File: src/rtl/disp_timing_pkg.sv
package disp_timing_pkg;
  localparam int H_W     = 16;
  localparam int V_W     = 32;
  localparam int COLOR_W = 24;
  localparam int ADDR_W  = 5;
  localparam int DATA_W  = 32;

  localparam logic [ADDR_W-1:0] RA_ENGINE   = 5'd0;
  localparam logic [ADDR_W-1:0] RA_MODE     = 5'd1;
  localparam logic [ADDR_W-1:0] RA_LINE     = 5'd2;
  localparam logic [ADDR_W-1:0] RA_FRAME    = 5'd3;
  localparam logic [ADDR_W-1:0] RA_VS_LEN   = 5'd4;
  localparam logic [ADDR_W-1:0] RA_DV_START = 5'd5;
  localparam logic [ADDR_W-1:0] RA_DV_END   = 5'd6;
  localparam logic [ADDR_W-1:0] RA_DH_CTL   = 5'd7;
  localparam logic [ADDR_W-1:0] RA_AH_CTL   = 5'd8;
  localparam logic [ADDR_W-1:0] RA_AV_START = 5'd9;
  localparam logic [ADDR_W-1:0] RA_AV_END   = 5'd10;
  localparam logic [ADDR_W-1:0] RA_BORDER   = 5'd11;
  localparam logic [ADDR_W-1:0] RA_UFLOW    = 5'd12;
  localparam logic [ADDR_W-1:0] RA_SKEW     = 5'd13;
  localparam logic [ADDR_W-1:0] RA_POL      = 5'd14;
  localparam logic [ADDR_W-1:0] RA_CNT_EN   = 5'd15;
  localparam logic [ADDR_W-1:0] RA_FETCH    = 5'd16;
  localparam logic [ADDR_W-1:0] RA_RD_FRM   = 5'd17;
  localparam logic [ADDR_W-1:0] RA_RD_LINE  = 5'd18;

  typedef struct packed {
    logic [H_W-1:0]     line_len;
    logic [H_W-1:0]     hs_width;
    logic [H_W-1:0]     skew;
    logic [H_W-1:0]     dh_start;
    logic [H_W-1:0]     dh_end;
    logic [H_W-1:0]     ah_start;
    logic [H_W-1:0]     ah_end;
    logic [V_W-1:0]     frame_len;
    logic [V_W-1:0]     vs_len;
    logic [V_W-1:0]     dv_start;
    logic [V_W-1:0]     dv_end;
    logic [V_W-1:0]     av_start;
    logic [V_W-1:0]     av_end;
    logic [V_W-1:0]     fetch_at;
    logic [COLOR_W-1:0] border;
    logic [COLOR_W-1:0] underflow;
    logic               act_h_en;
    logic               act_v_en;
    logic               fetch_en;
    logic [2:0]         pol;
    logic [1:0]         cnt_en;
  } tcfg_t;
endpackage

File: src/rtl/disp_timing_regs.sv
module disp_timing_regs
  import disp_timing_pkg::*;
(
  input  logic              clk,
  input  logic              rst,
  input  logic              wr_en,
  input  logic [ADDR_W-1:0] addr,
  input  logic [DATA_W-1:0] wdata,
  input  logic              frame_wrap,
  output logic              en_o,
  output tcfg_t             cfg_o
);
  tcfg_t pend_q;
  tcfg_t cfg_q;
  logic  en_q;

  always_ff @(posedge clk) begin
    if (rst) begin
      pend_q <= '0;
      en_q   <= 1'b0;
    end else if (wr_en) begin
      case (addr)
        RA_ENGINE:   en_q <= wdata[0];
        RA_MODE: begin
          pend_q.act_h_en <= wdata[29];
          pend_q.act_v_en <= wdata[30];
          pend_q.fetch_en <= wdata[31];
        end
        RA_LINE: begin
          pend_q.line_len <= wdata[31:16];
          pend_q.hs_width <= wdata[15:0];
        end
        RA_FRAME:    pend_q.frame_len <= wdata;
        RA_VS_LEN:   pend_q.vs_len    <= wdata;
        RA_DV_START: pend_q.dv_start  <= wdata;
        RA_DV_END:   pend_q.dv_end    <= wdata;
        RA_DH_CTL: begin
          pend_q.dh_end   <= wdata[31:16];
          pend_q.dh_start <= wdata[15:0];
        end
        RA_AH_CTL: begin
          pend_q.ah_end   <= wdata[31:16];
          pend_q.ah_start <= wdata[15:0];
        end
        RA_AV_START: pend_q.av_start  <= wdata;
        RA_AV_END:   pend_q.av_end    <= wdata;
        RA_BORDER:   pend_q.border    <= wdata[COLOR_W-1:0];
        RA_UFLOW:    pend_q.underflow <= wdata[COLOR_W-1:0];
        RA_SKEW:     pend_q.skew      <= wdata[H_W-1:0];
        RA_POL:      pend_q.pol       <= wdata[2:0];
        RA_CNT_EN:   pend_q.cnt_en    <= wdata[1:0];
        RA_FETCH:    pend_q.fetch_at  <= wdata;
        default: ;
      endcase
    end
  end

  // Working copy follows the pending set only while idle or at a frame wrap
  always_ff @(posedge clk) begin
    if (rst)                      cfg_q <= '0;
    else if (!en_q || frame_wrap) cfg_q <= pend_q;
  end

  assign en_o  = en_q;
  assign cfg_o = cfg_q;

  // mid-frame the working configuration never moves
  a_r11_cfg_hold: assert property (@(posedge clk) disable iff (rst)
    (en_q && !frame_wrap) |=> $stable(cfg_q));
endmodule

File: src/rtl/disp_timing_counters.sv
module disp_timing_counters
  import disp_timing_pkg::*;
(
  input  logic           clk,
  input  logic           rst,
  input  logic           en,
  input  logic [H_W-1:0] line_len,
  input  logic [V_W-1:0] frame_len,
  input  logic [1:0]     cnt_en,
  output logic [H_W-1:0] hpos_o,
  output logic [V_W-1:0] fpos_o,
  output logic           frame_wrap_o,
  output logic [V_W-1:0] frames_o,
  output logic [V_W-1:0] lines_o
);
  logic [H_W-1:0] h_q;
  logic [V_W-1:0] f_q, frm_q, lin_q;
  logic line_end, frame_end;

  assign line_end  = en && (h_q == line_len - 1'b1);
  assign frame_end = en && (f_q == frame_len - 1'b1);

  always_ff @(posedge clk) begin
    if (rst || !en) begin
      h_q   <= '0;
      f_q   <= '0;
      frm_q <= '0;
      lin_q <= '0;
    end else begin
      f_q <= frame_end ? '0 : f_q + 1'b1;
      h_q <= (frame_end || line_end) ? '0 : h_q + 1'b1;
      if (frame_end && cnt_en[0]) frm_q <= frm_q + 1'b1;
      if (frame_end)                    lin_q <= '0;
      else if (line_end && cnt_en[1])   lin_q <= lin_q + 1'b1;
    end
  end

  assign hpos_o       = h_q;
  assign fpos_o       = f_q;
  assign frame_wrap_o = frame_end;
  assign frames_o     = frm_q;
  assign lines_o      = lin_q;

  // line position stays below the programmed line length
  a_r1_hpos_range: assert property (@(posedge clk) disable iff (rst)
    (en && line_len != '0) |-> (h_q < line_len));
  // a stopped engine holds every count at zero
  a_r8_counts_clear: assert property (@(posedge clk) disable iff (rst)
    !en |=> (frm_q == '0 && lin_q == '0 && f_q == '0));
endmodule

File: src/rtl/disp_timing_out.sv
module disp_timing_out
  import disp_timing_pkg::*;
(
  input  logic               clk,
  input  logic               rst,
  input  logic               en,
  input  tcfg_t              cfg,
  input  logic [H_W-1:0]     hpos,
  input  logic [V_W-1:0]     fpos,
  input  logic [COLOR_W-1:0] pix_in,
  input  logic               pix_valid,
  output logic               hsync_o,
  output logic               vsync_o,
  output logic               de_o,
  output logic               active_o,
  output logic [COLOR_W-1:0] pix_o,
  output logic               fetch_o
);
  logic [H_W-1:0] hs_pos;
  logic hs_raw, vs_raw, disp_raw, win_h_ok, win_v_ok, act_raw, fetch_raw;
  logic [COLOR_W-1:0] pix_nxt;
  logic de_raw_q;

  always_comb begin
    hs_pos    = (hpos >= cfg.skew) ? hpos - cfg.skew : hpos + cfg.line_len - cfg.skew;
    hs_raw    = hs_pos < cfg.hs_width;
    vs_raw    = fpos < cfg.vs_len;
    disp_raw  = (fpos >= cfg.dv_start) && (fpos <= cfg.dv_end) &&
                (hpos >= cfg.dh_start) && (hpos <= cfg.dh_end);
    win_h_ok  = !cfg.act_h_en || ((hpos >= cfg.ah_start) && (hpos <= cfg.ah_end));
    win_v_ok  = !cfg.act_v_en || ((fpos >= cfg.av_start) && (fpos <= cfg.av_end));
    act_raw   = disp_raw && win_h_ok && win_v_ok;
    fetch_raw = cfg.fetch_en && (fpos == cfg.fetch_at);
    if (!disp_raw)      pix_nxt = '0;
    else if (!act_raw)  pix_nxt = cfg.border;
    else if (pix_valid) pix_nxt = pix_in;
    else                pix_nxt = cfg.underflow;
  end

  always_ff @(posedge clk) begin
    if (rst) begin
      hsync_o  <= 1'b0;
      vsync_o  <= 1'b0;
      de_o     <= 1'b0;
      de_raw_q <= 1'b0;
      active_o <= 1'b0;
      pix_o    <= '0;
      fetch_o  <= 1'b0;
    end else if (!en) begin
      hsync_o  <= cfg.pol[0];
      vsync_o  <= cfg.pol[1];
      de_o     <= cfg.pol[2];
      de_raw_q <= 1'b0;
      active_o <= 1'b0;
      pix_o    <= '0;
      fetch_o  <= 1'b0;
    end else begin
      hsync_o  <= hs_raw ^ cfg.pol[0];
      vsync_o  <= vs_raw ^ cfg.pol[1];
      de_o     <= disp_raw ^ cfg.pol[2];
      de_raw_q <= disp_raw;
      active_o <= act_raw;
      pix_o    <= pix_nxt;
      fetch_o  <= fetch_raw;
    end
  end

  // stopped engine drives idle levels set by polarity
  a_r8_idle_levels: assert property (@(posedge clk) disable iff (rst)
    !en |=> (hsync_o == $past(cfg.pol[0]) && vsync_o == $past(cfg.pol[1]) &&
             de_o == $past(cfg.pol[2]) && !active_o && !fetch_o));
  // active window lies inside the display window
  a_r4_active_in_display: assert property (@(posedge clk) disable iff (rst)
    active_o |-> de_raw_q);
  // blank pixels outside the display window
  a_r5_blank_pixel: assert property (@(posedge clk) disable iff (rst)
    !de_raw_q |-> (pix_o == '0));
  // strobe only with fetch enabled
  a_r9_fetch_gated: assert property (@(posedge clk) disable iff (rst)
    fetch_o |-> $past(cfg.fetch_en));
endmodule

File: src/rtl/disp_timing_top.sv
module disp_timing_top
  import disp_timing_pkg::*;
(
  input  logic               clk,
  input  logic               rst,
  input  logic               bus_wr,
  input  logic [ADDR_W-1:0]  bus_addr,
  input  logic [DATA_W-1:0]  bus_wdata,
  output logic [DATA_W-1:0]  bus_rdata,
  input  logic [COLOR_W-1:0] pix_in,
  input  logic               pix_valid,
  output logic               hsync_o,
  output logic               vsync_o,
  output logic               de_o,
  output logic               active_o,
  output logic [COLOR_W-1:0] pix_o,
  output logic               fetch_start_o
);
  tcfg_t          cfg;
  logic           en, frame_wrap;
  logic [H_W-1:0] hpos;
  logic [V_W-1:0] fpos, frames, lines;

  disp_timing_regs regs_i (
    .clk(clk), .rst(rst), .wr_en(bus_wr), .addr(bus_addr), .wdata(bus_wdata),
    .frame_wrap(frame_wrap), .en_o(en), .cfg_o(cfg)
  );

  disp_timing_counters cnt_i (
    .clk(clk), .rst(rst), .en(en), .line_len(cfg.line_len),
    .frame_len(cfg.frame_len), .cnt_en(cfg.cnt_en), .hpos_o(hpos), .fpos_o(fpos),
    .frame_wrap_o(frame_wrap), .frames_o(frames), .lines_o(lines)
  );

  disp_timing_out out_i (
    .clk(clk), .rst(rst), .en(en), .cfg(cfg), .hpos(hpos), .fpos(fpos),
    .pix_in(pix_in), .pix_valid(pix_valid), .hsync_o(hsync_o), .vsync_o(vsync_o),
    .de_o(de_o), .active_o(active_o), .pix_o(pix_o), .fetch_o(fetch_start_o)
  );

  // registered counter read-back
  always_ff @(posedge clk) begin
    if (rst) bus_rdata <= '0;
    else begin
      case (bus_addr)
        RA_RD_FRM:  bus_rdata <= frames;
        RA_RD_LINE: bus_rdata <= lines;
        default:    bus_rdata <= '0;
      endcase
    end
  end
endmodule

File: config.mk
export PLATFORM = sky130hd
export DESIGN_NAME = disp_timing_top
export DESIGN_NICKNAME = d
export VERILOG_FILES = /design/src/rtl/disp_timing_pkg.sv /design/src/rtl/disp_timing_regs.sv /design/src/rtl/disp_timing_counters.sv /design/src/rtl/disp_timing_out.sv /design/src/rtl/disp_timing_top.sv
export SDC_FILE = /design/constraint.sdc
export NUM_CORES = 2
export LEC_CHECK = 0
export ABC_AREA = 0
export BUFFER_PORTS_ARGS = -buffer_cell sky130_fd_sc_hd__buf_4
export CORE_MARGIN = 10
export CORE_UTILIZATION = 55
export DETAILED_ROUTE_END_ITERATION = 10
export GPL_TIMING_DRIVEN = 0
export PLACE_DENSITY = 0.8
export SLEW_MARGIN = 30
export SYNTH_ARGS = -nofsm -noshare
export SYNTH_HDL_FRONTEND = slang
export SYNTH_SLANG_ARGS = --single-unit
export TNS_END_PERCENT = 30
File: constraint.sdc
create_clock -name clk -period 13.86 [get_ports clk]
set_input_delay 2.772 -clock clk [delete_from_list [all_inputs] [get_ports clk]]
set_output_delay 2.772 -clock clk [all_outputs]
set_load 0.1 [all_outputs]
Word level (Yosys, flattened, before mapping)
Index checks and enable logic that the tools add are counted.
{"block": "op_classes", "n_eq_ne": 21, "n_bitwise": 5, "mux": 7, "order_cmp": 11, "n_reduce_logical": 42, "add_sub_neg": 9}
{"op": "adder 32 x 1 -> 32 bit, second input constant", "n": 3}
{"op": "equality test 32 bit", "n": 2}
{"op": "greater-or-equal comparator 32 bit", "n": 2}
{"op": "less-or-equal comparator 32 bit", "n": 2}
{"op": "one-hot mux 32 bit (2 select lines)", "n": 1}
{"op": "greater-or-equal comparator 16 bit", "n": 3}
{"op": "two-way mux 24 bit", "n": 2}
{"op": "equality test 5 x 4 -> 1 bit, second input constant", "n": 8}
{"op": "AND reduction 2 bit", "n": 17}
{"op": "less-or-equal comparator 16 bit", "n": 2}
{"op": "less-than comparator 32 bit", "n": 1}
{"op": "subtractor 16 bit", "n": 2}
{"op": "subtractor 32 x 1 -> 32 bit, second input constant", "n": 1}
{"op": "equality test 5 x 3 -> 1 bit, second input constant", "n": 4}
{"op": "adder 16 x 1 -> 16 bit, second input constant", "n": 1}
{"op": "adder 16 bit", "n": 1}
{"op": "equality test 16 bit", "n": 1}
{"op": "less-than comparator 16 bit", "n": 1}
{"op": "two-way mux 16 bit", "n": 1}
{"op": "subtractor 16 x 1 -> 16 bit, second input constant", "n": 1}
{"op": "equality test 5 bit, second input constant", "n": 3}
{"op": "logical AND 1 bit", "n": 12}
{"op": "equality test 5 x 2 -> 1 bit, second input constant", "n": 2}
{"op": "OR reduction 2 bit", "n": 3}
{"op": "8 further kinds", "n": 19}
{"block": "totals", "reg_bits": 958, "out_inout_bits": 61, "in_bits": 65}

Logic depth before layout (Yosys ltp)
{"block": "depth", "depth_word": 7, "mapped_depth": 23, "ltp_nobuf": 23}

Hierarchy
From an unflattened synthesis, not the netlist that was laid out.
{"block": "unflattened", "cells_unflattened": 5410, "hier_area_um2": 47048.9}
{"module": "disp_timing_regs", "seq_area_each_um2": 15715.1, "instances": 1, "cells_per_inst": 3062, "area_per_inst_um2": 28558.6}
{"module": "disp_timing_out", "seq_area_each_um2": 580.6, "instances": 1, "cells_per_inst": 1293, "area_per_inst_um2": 9746.8}
{"module": "disp_timing_counters", "seq_area_each_um2": 2242.2, "instances": 1, "cells_per_inst": 908, "area_per_inst_um2": 7247.0}
{"module": "disp_timing_top", "seq_area_each_um2": 640.6, "instances": 1, "cells_per_inst": 147, "area_per_inst_um2": 1496.4}

Worst setup path after synthesis
OpenSTA, ideal clock, no wires.
{"block": "synth_path", "path_type": "reg-to-reg", "from": "register cnt_i.h_q[0], in the netlist cnt_i.hpos_o[0]", "to": "register out_i.hsync_o", "period_less_slack_ns": 4.367, "slack_ns": 9.493, "arrival_ns": 4.239, "required_ns": 13.732, "n_path_buf": 1, "path_stages_with_launch": 22, "cell_sequence": "dfxtp_1 -> inv_1 -> ha_1 -> inv_1 -> fa_1 -> a21o_1 -> a211oi_1 -> o221ai_1 -> a311oi_1 -> o31a_1 -> clkbuf_1 -> o21ai_0 -> ha_1 -> a21o_1 -> a21o_1 -> a21o_1 -> a211oi_1 -> o21ai_0 -> a2111oi_0 -> a21oi_1 -> xor2_1 -> nor2_1"}
{"block": "synth_between", "elab_chain_len": 6, "elab_cells_between_ends": 8}
{"element": "start: declaration", "line": "disp_timing_counters.sv:16", "text": "logic [H_W-1:0] h_q;"}
{"element": "start signal: assignment", "line": "disp_timing_counters.sv:31", "text": "h_q <= (frame_end || line_end) ? '0 : h_q + 1'b1;"}
{"element": "adder 16 bit", "line": "disp_timing_out.sv:25", "text": "hs_pos = (hpos >= cfg.skew) ? hpos - cfg.skew : hpos + cfg.line_len - cfg.skew;"}
{"element": "subtractor 16 bit", "line": "disp_timing_out.sv:25"}
{"element": "two-way mux 16 bit *", "line": "disp_timing_out.sv:25"}
{"element": "less-than comparator 16 bit *", "line": "disp_timing_out.sv:26", "text": "hs_raw = hs_pos < cfg.hs_width;"}
{"element": "bitwise XOR 1 bit *", "line": "disp_timing_out.sv:58", "text": "hsync_o <= hs_raw ^ cfg.pol[0];"}
{"element": "two-way mux 1 bit *", "line": "disp_timing_out.sv:49", "text": "end else if (!en) begin"}
{"element": "end signal: assignment", "line": "disp_timing_out.sv:50", "text": "hsync_o <= cfg.pol[0];"}
{"element": "end signal: assignment", "line": "disp_timing_out.sv:58"}
{"element": "end: declaration", "line": "disp_timing_out.sv:12", "text": "output logic hsync_o,"}
Every way passes the cells marked *; elsewhere a longest branch is shown, timed or not.
A chain may end at the register's enable or synchronous reset.

Worst setup path after layout
Same ends and word-level chain as after synthesis.

==> parameters.txt <==
Parameter                              Value

Synthesis
  Mapped cell area ... 44600 µm²
  Portion of the post-synthesis area used by sequential elements ... between 40 and 50%
  Prevailing post-synth register cell ... dfxtp_1
  Yosys warning count ... 0
  Async set or reset register ratio after synthesis ... 0%
  Register bit count reported by yosys ... ~960
  Count of distinct cell types in the synthesized netlist ... 80
  Number of instances in the synthesized netlist ... 5752
  Net count of the mapped netlist ... between 6000 and 7000
  Average cell area after synthesis ... 7.76 µm²
  Count of flip-flops with a built-in enable after synthesis ... 0

Final layout
  Core utilization of the finished layout ... between 60% and 70%
  Leading cell type in the layout, fill and taps excluded ... nand2_1
  Final nets ... approximately 6300
  Post-synthesis to final-layout area growth ... 13.3%
  Top library cells by usage in the layout, fill and taps aside ... nand2_1 (1668), dfxtp_1 (958), a21oi_1 (875)
  Proportion of layout cells with a drive suffix above 1 ... under 10%
  Final standard cell area without fillers ... around 51000 µm²

Timing
  Final count of hold timing violations ... 0
  Setup repair after global routing missed its margin ... false
  Worst max-slew margin expressed relative to the limit ... roughly a quarter
  Sum of negative setup slack ... 0 ns
  Clock period minus final worst setup slack ... 5.54 ns
  Top achievable clock speed ... 0.180 GHz
  Transition time at the pin with the least slew margin ... ~1.1 ns
  Setup Viol. Count Final ... 0
  Final period util ... 40.0%
  Skew final ... ~0.028 ns
  Final-report max-slew violation count ... 0

Global routing
  Antenna violations before repair ... 5
  Global-route wire length before repair ... 224000 µm
  GRT Total Usage ... 30.6%
  Total global routing overflow ... 0
  Vias in the first global route ... 38863
  Pin count of the biggest net entering global routing ... 15

Flow run
  Max-cap violation count ... 0

Placement
  Area after detailed placement ... between 40000 and 50000 µm²
  Final estimated routing congestion in global placement ... 0.997
  Number of I/O port buffers ... 117
  Post-detailed-placement half-perimeter wirelength ... approximately 110000 µm

Setup path
  Arrival time reported for the critical path endpoint ... ~6.1 ns
  Buf/Inv on CP ... 3
  Cell breakdown of the critical path ... inv_1 > ha_1 > inv_1 > fa_1 > a21o_1 > a211oi_1 > o221ai_1 > a311oi_1 > o31a_1 > clkbuf_1 > o21ai_0 > ha_1 > a21o_1 > a21o_1 > a21o_1 > a211oi_1 > o21ai_0 > a2111oi_0 > a21oi_1 > xor2_1 > nor2_1
  Data required time of the worst path ... between 10 and 15 ns
  Critical path endpoint category ... flop
  Crit path max-delay cell type ... a311oi_1
  Maximum fanout along the worst path ... 10
  Cell repeated most along the worst path ... a21o_1
  Startpoint kind of the worst setup timing path ... flop
  Crit-path max cell delay ... 0.46 ns
  Classification of the worst setup path ... flop to flop
  CP delay by family, top ... compound AO/OA/AOI/OAI gates

Clocking
  Post-CTS Setup Repair Bufs ... 0
  Buffers from clock root to sink, at most ... 3
  Clock insertion delay at the later pin of the skew report ... 0.68 ns
  Number of H-tree branching levels ... 3
  Cell at the root of the clock tree ... clkbuf_16
  Number of sinks driven by the clock tree ... 958
  Gates resized, CTS repair ... 0
  TritonCTS Buffers ... 98
  Post-cts hold buffer count ... 0
  Clock tree from TritonCTS ... done
  Register clock-pin slew on the reported worst setup and hold paths ... 0.06 ns

Detailed routing
  DRC errors left ... 0
  Vias post-DR ... between 40000 and 50000
  Via count normalized by instance count ... 5.88
  Length of the first detailed-routing pass in iterations ... 6
  Number of DRC markers after the initial detailed-route iteration ... 4470
  Average wire per cell in the routed design ... 21.1 µm
  Aggregate routed wire length ... around 150000 µm
  Post-DRT Antenna Nets ... 0

Die
  Core area ... 80400 µm²
  # rows ... 104
  Die Y-Extent ... 305 µm
  Overall die area ... around 93000 µm²
  Horizontal die dimension ... 305 µm
  Initial standard-cell utilization of the core ... 55.5%
  Ports ... 126

Pwr
  Leakage power ... about 18 nW
  Power density cells ... 114 nW/µm²
  Maximum vdd drop ... between 0.0001 and 0.00015 V

Worst hold path
  Worst min-delay path class ... flop to flop

Status
  Status ... completed
[per-layer routing]
metal  GRT usage [%]  vias to the layer above  wire, µm
li1                -                    19595         -
met1            37.6                    19667     57200
met2            48.3                     2039     66400
met3            6.56                      586     15400
met4            19.8                        6     11200
met5               0                        -        33
[flip-flops by register name (all words and copies together) (netlist names)]
name	cells
regs_i.en_o	1
regs_i.cfg_o	392
cnt_i.frames_o	32
out_i.pix_o	24
out_i.vsync_o	1
cnt_i.fpos_o	32
regs_i.pend_q	392
out_i.de_o	1
out_i.fetch_o	1
bus_rdata	32
cnt_i.hpos_o	16
out_i.hsync_o	1
out_i.active_o	1
cnt_i.lines_o	32
[cell usage after synthesis, drive strengths merged (5+ instances only)]
| cell type | number | area [µm²] |
|---|---|---|
| nand2 | 1668 | 6260 |
| dfxtp | 958 | 19200 |
| a21oi | 875 | 4380 |
| inv | 336 | 1260 |
| clkbuf | 294 | 1100 |
| ha | 275 | 3440 |
| nor2 | 239 | 897 |
| xnor2 | 107 | 937 |
| xor2 | 82 | 718 |
| o21ai | 80 | 404 |
| nand3 | 74 | 370 |
| buf | 72 | 377 |
| nor3 | 67 | 340 |
| nand4 | 64 | 413 |
| a21o | 48 | 360 |
| or3 | 47 | 294 |
| a211oi | 44 | 330 |
| a22oi | 35 | 263 |
| o211ai | 35 | 298 |
| mux2i | 34 | 340 |
| nor4 | 33 | 231 |
| and3 | 30 | 188 |
| o31ai | 26 | 245 |
| nor2b | 23 | 144 |
| nand2b | 17 | 106 |
| o21a | 17 | 128 |
| fa | 16 | 320 |
| a31oi | 12 | 75.1 |
| and4 | 12 | 105 |
| a2111oi | 11 | 96.3 |
| or2 | 11 | 71.3 |
| and2 | 9 | 56.3 |
| or4 | 9 | 71.3 |
| o41ai | 8 | 70.1 |
| a211o | 6 | 52.6 |
| o21bai | 6 | 45.0 |
| nor3b | 5 | 37.5 |
| nor4b | 5 | 43.8 |
| o311ai | 5 | 43.8 |
[cell families (layout without fill, tap and decap cells)]
logic type / count (synthesis) / after routing / share of synthesized area [%]
other cells: 0 / 2 / 0
xor+xnor: 189 / 189 / 3.71
fa+ha+maj: 291 / 291 / 8.43
compound gates: 1247 / 1247 / 16.0
mux: 36 / 36 / 0.813
buf+inv: 702 / 1009 / 6.15
flops: 958 / 958 / 43.0
simple gates: 2329 / 2329 / 21.9
[power breakdown]
group	total (W)	internal, W	leakage [nW]	switching (W)
Combinational	0.000262	0.0000723	8.92	0.000190
Sequential	0.00277	0.00277	7.72	0.00000822
Clock	0.00273	0.00158	1.62	0.00114
[worst reg2reg max path, stage by stage (launching register included)]
cell and delay, ns:
dfxtp_1 0.40, inv_1 0.33, ha_1 0.31, inv_1 0.09
fa_1 0.42, a21o_1 0.20, a211oi_1 0.30, o221ai_1 0.15
a311oi_1 0.46, o31a_1 0.24, clkbuf_1 0.39, o21ai_0 0.26
ha_1 0.34, a21o_1 0.16, a21o_1 0.17, a21o_1 0.17
a211oi_1 0.23, o21ai_0 0.16, a2111oi_0 0.32, a21oi_1 0.14
xor2_1 0.15, nor2_1 0.05
[area by class of cell]
cell class / count / area [µm²]
Clock buffer: 145 / 2910
Fill cell: 6853 / 29900
Multi-Input combinational cell: 4092 / 22700
Inverter: 336 / 1260
Tap cell: 1060 / 1330
Buffer: 366 / 1520
Timing Repair Buffer: 133 / 1250
Antenna cell: 2 / 5.00
Sequential cell: 958 / 19200
Clock inverter: 29 / 380
[through the flow]
step / setup slack (ns) / std cells / power (W) / hold slack [ns]
after global routing: 7.85 / 7119 / 0.00587 / 0.459
after global placement: 8.47 / 6929 / 0.00307 / 0.436
after CTS: 8.39 / 7119 / 0.00574 / 0.439
final: 8.32 / 7121 / 0.00576 / 0.438
after detailed placement: 8.42 / 6945 / 0.00308 / 0.443
after floorplan: 9.49 / 5752 / 0.00296 / 0.427
[worst paths after layout]
check,slack (ns),endpoint,startpoint,depth (start not counted)
max,8.32,out_i.hsync_o,cnt_i.hpos_o[0],21
max reg2reg,8.32,out_i.hsync_o,cnt_i.hpos_o[0],21
min,0.44,regs_i.cfg_o[85],regs_i.pend_q[85],2
min reg2reg,0.44,regs_i.cfg_o[85],regs_i.pend_q[85],2
Power figures use the tool's default switching activity.
